$ cat src/rtl/touch_pkg.sv
package touch_pkg;
    typedef enum logic [1:0] {
        CS_INV = 2'd0,
        CS_SHR = 2'd1,
        CS_EXC = 2'd2,
        CS_MOD = 2'd3
    } coh_t;

    typedef enum logic [1:0] {
        BR_NONE  = 2'd0,
        BR_READ  = 2'd1,
        BR_RWITM = 2'd2,
        BR_CLAIM = 2'd3
    } breq_t;

    typedef enum logic [1:0] {
        ACT_NOOP = 2'd0,
        ACT_REF  = 2'd1,
        ACT_COPY = 2'd2,
        ACT_FILL = 2'd3
    } act_t;
endpackage

$ cat src/rtl/tp_decide.sv
module tp_decide
    import touch_pkg::*;
(
    input  logic  store_i,
    input  logic  wt_i,
    input  logic  l1_hit_i,
    input  logic  l2_hit_i,
    input  logic  mode_i,
    output act_t  act_o,
    output breq_t btype_o
);
    always_comb begin
        act_o   = ACT_NOOP;
        btype_o = BR_NONE;
        if (store_i && wt_i) begin
            act_o = ACT_NOOP;
        end else if (l1_hit_i) begin
            act_o = ACT_REF;
        end else if (l2_hit_i) begin
            act_o = ACT_COPY;
        end else begin
            act_o = ACT_FILL;
            if (!store_i)    btype_o = BR_READ;
            else if (mode_i) btype_o = BR_CLAIM;
            else             btype_o = BR_RWITM;
        end
    end
endmodule

$ cat src/rtl/tp_line_match.sv
module tp_line_match #(
    parameter int AW     = 32,
    parameter int OFF_W  = 5
) (
    input  logic          en_i,
    input  logic [AW-1:0] addr_i,
    input  logic [AW-1:0] line_i,
    output logic          hit_o
);
    localparam logic [AW-1:0] LMASK = ~((AW'(1) << OFF_W) - AW'(1));

    always_comb hit_o = en_i && ((addr_i & LMASK) == line_i);
endmodule

$ cat src/rtl/touch_prefetch_ctrl.sv
module touch_prefetch_ctrl
    import touch_pkg::*;
#(
    parameter int AW         = 32,
    parameter int LINE_BYTES = 32
) (
    input  logic          clk,
    input  logic          rst_n,
    input  logic          req_valid,
    output logic          req_ready,
    input  logic [AW-1:0] req_addr,
    input  logic          req_store,
    input  logic          req_wt,
    input  logic          bus_mode,
    output logic [AW-1:0] lk_addr,
    output logic          l1_lk_valid,
    input  logic          l1_hit,
    output logic          l2_lk_valid,
    input  logic          l2_hit,
    input  logic [1:0]    l2_state,
    output logic          bus_req_valid,
    output logic [1:0]    bus_req_type,
    output logic [AW-1:0] bus_req_addr,
    input  logic          bus_fill_done,
    input  logic          bus_fill_shared,
    output logic          inst_valid,
    output logic [AW-1:0] inst_addr,
    output logic [1:0]    inst_state,
    output logic          inst_no_merge,
    output logic          ref_valid,
    output logic [AW-1:0] ref_addr,
    input  logic          st_valid,
    input  logic [AW-1:0] st_addr,
    output logic          st_stall
);
    localparam int OFF_W = $clog2(LINE_BYTES);
    localparam logic [AW-1:0] LMASK = ~((AW'(1) << OFF_W) - AW'(1));

    typedef struct packed {
        logic          pend;
        logic          pend_st;
        logic [AW-1:0] line;
        logic          breq_v;
        logic [1:0]    breq_t;
        logic          inst_v;
        logic [1:0]    inst_st;
        logic [AW-1:0] inst_a;
        logic          ref_v;
        logic [AW-1:0] ref_a;
    } regs_t;

    regs_t r_q, r_d;

    logic          accept;
    logic [AW-1:0] req_line;
    act_t          act;
    breq_t         btype;

    assign req_line = req_addr & LMASK;
    assign accept   = req_valid && !r_q.pend;

    tp_decide u_decide (
        .store_i  (req_store),
        .wt_i     (req_wt),
        .l1_hit_i (l1_hit),
        .l2_hit_i (l2_hit),
        .mode_i   (bus_mode),
        .act_o    (act),
        .btype_o  (btype)
    );

    tp_line_match #(.AW(AW), .OFF_W(OFF_W)) u_stall_cmp (
        .en_i   (st_valid && r_q.pend),
        .addr_i (st_addr),
        .line_i (r_q.line),
        .hit_o  (st_stall)
    );

    always_comb begin
        r_d        = r_q;
        r_d.breq_v = 1'b0;
        r_d.inst_v = 1'b0;
        r_d.ref_v  = 1'b0;
        if (accept) begin
            case (act)
                ACT_REF: begin
                    r_d.ref_v = 1'b1;
                    r_d.ref_a = req_line;
                end
                ACT_COPY: begin
                    r_d.inst_v  = 1'b1;
                    r_d.inst_st = l2_state;
                    r_d.inst_a  = req_line;
                    r_d.ref_v   = 1'b1;
                    r_d.ref_a   = req_line;
                end
                ACT_FILL: begin
                    r_d.pend    = 1'b1;
                    r_d.pend_st = req_store;
                    r_d.line    = req_line;
                    r_d.breq_v  = 1'b1;
                    r_d.breq_t  = btype;
                end
                default: ;
            endcase
        end else if (r_q.pend && bus_fill_done) begin
            r_d.pend    = 1'b0;
            r_d.inst_v  = 1'b1;
            r_d.inst_a  = r_q.line;
            r_d.inst_st = (r_q.pend_st || !bus_fill_shared) ? CS_EXC : CS_SHR;
            r_d.ref_v   = 1'b1;
            r_d.ref_a   = r_q.line;
        end
    end

    always_ff @(posedge clk) begin
        if (!rst_n) r_q <= '0;
        else        r_q <= r_d;
    end

    assign req_ready     = !r_q.pend;
    assign lk_addr       = req_line;
    assign l1_lk_valid   = accept && !(req_store && req_wt);
    assign l2_lk_valid   = l1_lk_valid && !l1_hit;
    assign bus_req_valid = r_q.breq_v;
    assign bus_req_type  = r_q.breq_t;
    assign bus_req_addr  = r_q.line;
    assign inst_valid    = r_q.inst_v;
    assign inst_addr     = r_q.inst_a;
    assign inst_state    = r_q.inst_st;
    assign inst_no_merge = r_q.inst_v;
    assign ref_valid     = r_q.ref_v;
    assign ref_addr      = r_q.ref_a;
endmodule

$ cat config.mk
export PLATFORM = sky130hd
export DESIGN_NAME = touch_prefetch_ctrl
export DESIGN_NICKNAME = d
export VERILOG_FILES = /design/src/rtl/touch_pkg.sv /design/src/rtl/tp_decide.sv /design/src/rtl/tp_line_match.sv /design/src/rtl/touch_prefetch_ctrl.sv
export SDC_FILE = /design/constraint.sdc
export NUM_CORES = 1
export LEC_CHECK = 0
export ABC_CLOCK_PERIOD_IN_PS = 2070
export BUFFER_PORTS_ARGS = -buffer_cell sky130_fd_sc_hd__buf_2
export CAP_MARGIN = 20
export CORE_MARGIN = 3
export CORE_UTILIZATION = 35
export DETAILED_ROUTE_END_ITERATION = 10
export PLACE_DENSITY = 0.62
export SYNTH_ARGS = -nofsm -noshare
export SYNTH_HDL_FRONTEND = slang
export SYNTH_SLANG_ARGS = --single-unit
export TNS_END_PERCENT = 50
$ cat constraint.sdc
create_clock -name clk -period 2.07 [get_ports clk]
set_input_delay 0.207 -clock clk [delete_from_list [all_inputs] [get_ports clk]]
set_output_delay 0.207 -clock clk [all_outputs]
set_load 0.005 [all_outputs]
==> impl_metrics.xml <==
<?xml version="1.0" encoding="UTF-8"?>
<metrics>
  <group name="cells_and_area">
    <metric name="fillCellCount" unit="">1446</metric>
    <metric name="share_of_post_route_cells_with_drive_strength_above_1" unit="">0.410</metric>
    <metric name="areaGrowthSynthToFinish" unit="%">8.46</metric>
    <metric name="total_nets_final" unit="">722</metric>
    <metric name="antenna_cells" unit="">0</metric>
    <metric name="fin_area" unit="mm2">0.00561</metric>
  </group>
  <group name="clock_tree">
    <metric name="cts_htree_levels" unit="">3</metric>
    <metric name="max-clock-path-buffers" unit="">2</metric>
    <metric name="cts-root-buf" unit="">sky130_fd_sc_hd__clkbuf_16</metric>
    <metric name="cts_made_buffers" unit="">9</metric>
    <metric name="clock_pin_slew_worst_setup_and_hold_paths" unit="ns">0.06</metric>
    <metric name="clk_latency" unit="ns">0.34</metric>
    <metric name="cts_tree" unit="">built</metric>
    <metric name="clkSinkCount" unit="">90</metric>
  </group>
  <group name="detailed_routing">
    <metric name="drt_drc_violations_left" unit="">0</metric>
    <metric name="routed-via-count" unit="">3949</metric>
    <metric name="routed_wl" unit="um">13900</metric>
    <metric name="ant_nets" unit="">0</metric>
    <metric name="route.detailed.wl_per_inst" unit="um">16.8</metric>
    <metric name="dr.pass1.iters" unit="">4</metric>
    <metric name="drt-initial-drc-count" unit="">177</metric>
    <metric name="drt-vias-per-instance" unit="">4.77</metric>
  </group>
  <group name="placement">
    <metric name="placement.cell_area" unit="mm2">0.00532</metric>
    <metric name="placement.io_buffers" unit="">186</metric>
    <metric name="dp_hpwl" unit="um">10500</metric>
    <metric name="routabilityCongestion" unit="">0.737</metric>
  </group>
  <group name="global_routing">
    <metric name="first_global_vias" unit="">3906</metric>
    <metric name="groute.layer.met2.usage" unit="">0.285</metric>
    <metric name="grt_start_max_net_pins" unit="">91</metric>
    <metric name="met3_usage" unit="">0.0447</metric>
    <metric name="antenna_found_initial" unit="">0</metric>
    <metric name="track_usage" unit="">0.169</metric>
    <metric name="top_usage_layer" unit="">met2</metric>
    <metric name="global_route.usage.met1" unit="">0.206</metric>
    <metric name="globalRoute.totalOverflow" unit="">0</metric>
    <metric name="grt_pass1_wl" unit="um">21200</metric>
  </group>
  <group name="critical_path">
    <metric name="peak_fanout_along_the_critical_path" unit="">5</metric>
    <metric name="worst-setup-path-type" unit="">flop to primary output</metric>
    <metric name="arrival" unit="ns">1.69</metric>
    <metric name="timing.critical_path.slowest_stage_cell" unit="">sky130_fd_sc_hd__dfxtp_2</metric>
    <metric name="critPathRequiredTime" unit="ns">1.86</metric>
    <metric name="crit_chain" unit="">xor2_1 &gt; nor4_2 &gt; nand4_1 &gt; nor4_1 &gt; buf_2</metric>
    <metric name="startpoint_type" unit="">flop</metric>
    <metric name="timing.critical_path.to_type" unit="">primary output</metric>
    <metric name="timing.critical_path.slowest_cell_delay" unit="ns">0.35</metric>
    <metric name="regToRegSetupSlack" unit="ns">0.52</metric>
  </group>
  <group name="floorplan">
    <metric name="num_rows" unit="">43</metric>
    <metric name="core-area" unit="mm2">0.0141</metric>
    <metric name="dieWidth" unit="um">128</metric>
    <metric name="floorplan.die.height" unit="um">128</metric>
    <metric name="floorplan.die_area" unit="mm2">0.0163</metric>
    <metric name="starting_density" unit="">0.366</metric>
    <metric name="pin_count" unit="">217</metric>
  </group>
  <group name="yosys">
    <metric name="synth.yosys.seq_area_share" unit="">0.348</metric>
    <metric name="async_set_or_reset_flop_fraction_in_the_synthesized_netlist" unit="">0</metric>
    <metric name="syn_avg_cell_area" unit="um2">8.91</metric>
    <metric name="ys.flop_type" unit="">sky130_fd_sc_hd__dfxtp_1</metric>
    <metric name="synth_edf_count" unit="">0</metric>
    <metric name="synth_cells" unit="">581</metric>
    <metric name="post_synth_num_cell_types" unit="">33</metric>
    <metric name="synth_warnings" unit="">0</metric>
    <metric name="synth_seq_cells" unit="">90</metric>
    <metric name="mappedNetlistArea" unit="mm2">0.00517</metric>
  </group>
  <group name="sta">
    <metric name="final_max_slew_viol_count" unit="">0</metric>
    <metric name="worstMarginPinSlew" unit="ns">0.623</metric>
    <metric name="finalHoldViolCount" unit="">0</metric>
    <metric name="period_share" unit="">0.915</metric>
    <metric name="final_period_demand_of_the_worst_path" unit="ns">1.90</metric>
    <metric name="grt_setup_unrepaired" unit="">no</metric>
    <metric name="timing.slew.headroom" unit="">0.585</metric>
    <metric name="final.setup.tns" unit="ns">0</metric>
    <metric name="setup_violations" unit="">0</metric>
    <metric name="skew" unit="ns">0.00645</metric>
    <metric name="max_freq" unit="GHz">0.528</metric>
  </group>
  <group name="pwr">
    <metric name="power_density" unit="mW/mm2">701</metric>
    <metric name="vdd_drop_max" unit="mV">0.316</metric>
    <metric name="p_leak" unit="uW">0.00244</metric>
  </group>
  <group name="flow_run">
    <metric name="maxCapViolations" unit="">0</metric>
  </group>
  <group name="run_status">
    <metric name="outcome" unit="">completed</metric>
  </group>
  <group name="worst_hold_path">
    <metric name="timing.hold.worst.class" unit="">primary input to flop</metric>
  </group>
</metrics>
[critical path: cells and delay by family (launching register included)]
family,cells,cell delay [ns]
simple gates,3,0.62
flops,1,0.35
xor+xnor,1,0.21
buf+inv,1,0.17
[cells in the mapped netlist, drive strengths merged (2+ instances only)]
library cell / number / area, um2
a21boi: 86 / 732
a22oi: 55 / 468
and2: 3 / 18.8
buf: 157 / 1210
clkbuf: 10 / 37.5
dfxtp: 90 / 1800
ha: 2 / 25.0
inv: 5 / 18.8
nand2: 118 / 443
nand3: 3 / 15.0
nand4: 4 / 25.0
nor2: 4 / 25.0
nor2b: 2 / 12.5
nor4: 5 / 31.3
o21ai: 2 / 10.0
xnor2: 12 / 105
xor2: 15 / 131
[cells in the final DEF, fill, tap and decap left out, drive strengths merged, types with 6 or more instances in the layout]
cell | synthesis | final
nand2 | 118 | 118
conb | 1 | 20
buf | 157 | 199
clkinv | 0 | 6
clkbuf | 10 | 10
a21boi | 86 | 86
a22oi | 55 | 55
xor2 | 15 | 15
xnor2 | 12 | 12
dfxtp | 90 | 90
[area by class of cell]
class | count | area, um2 | area share
clock buffers | 10 | 229 | 0.0408
clock inverters | 6 | 33.8 | 0.00602
inverters | 5 | 18.8 | 0.00334
multi-input cells | 338 | 2220 | 0.395
flip-flops and latches | 90 | 1810 | 0.323
well taps | 180 | 225 | 0.0401
repair buffers | 199 | 1080 | 0.192
[power by group]
group | switching [uW] | internal (uW) | leakage, uW | total, uW
registers | 56.5 | 1810 | 0.000735 | 1860
clock network | 667 | 805 | 0.000136 | 1470
logic | 337 | 261 | 0.00157 | 598
total | 1060 | 2870 | 0.00244 | 3930
[state kept, by name (all words and copies together), names as in the netlist]
signal / count
bus_req_addr: 27
bus_req_type: 2
bus_req_valid: 1
inst_addr: 27
inst_no_merge: 1
inst_state: 2
r_q: 2
ref_addr: 27
ref_valid: 1
[through the flow]
| stage | hold slack (ns) | util | total power (uW) | worst slack, ns | cells |
|---|---|---|---|---|---|
| after CTS | 0.121 | 0.395 | 4010 | 0.0264 | 828 |
| after global routing | 0.142 | 0.397 | 4150 | 0.000704 | 828 |
| after detailed placement | 0.444 | 0.376 | 2500 | 0.175 | 812 |
| after floorplan | 0.352 | - | 2360 | 0.470 | 600 |
| after global placement | 0.435 | 0.376 | 2490 | 0.186 | 812 |
| final | 0.142 | 0.397 | 3930 | 0.175 | 828 |
[logic make-up after synthesis]
family | count (synthesis) | share of synthesized area
adder cells (fa/ha/maj) | 2 | 0.00483
buffers and inverters | 172 | 0.244
XOR/XNOR | 27 | 0.0457
flip-flops | 90 | 0.348
other | 1 | 0.000725
AO/OA/AOI/OAI | 146 | 0.238
AND/OR/NAND/NOR | 143 | 0.118
[routing by layer]
metal  part of all wire  up-vias
met1               0.43     1850
met3              0.073       20
met5                  0        -
met4              0.025        0
li1                   -     1922
met2               0.47      157
[worst paths after layout]
kind                            startpoint                            end  cells after the start
max reg2reg          r_q[104]$_SDFFE_PN0P_   bus_req_type[0]$_SDFFE_PN0P_                      4
min reg2reg      inst_addr[6]$_SDFFE_PN0P_      inst_addr[6]$_SDFFE_PN0P_                      2
min                           req_addr[14]  bus_req_addr[14]$_SDFFE_PN0P_                      3
max          bus_req_addr[26]$_SDFFE_PN0P_                       st_stall                      5
[repair_timing]
action,4_1_cts,5_1_grt
cloned,0,0
hold buffers,0,0
resized for setup,2,9
buffers inserted,0,0
setup endpoints to repair,1,1
pin swaps,0,3
Note: power is estimated with default switching activity, not from simulation.
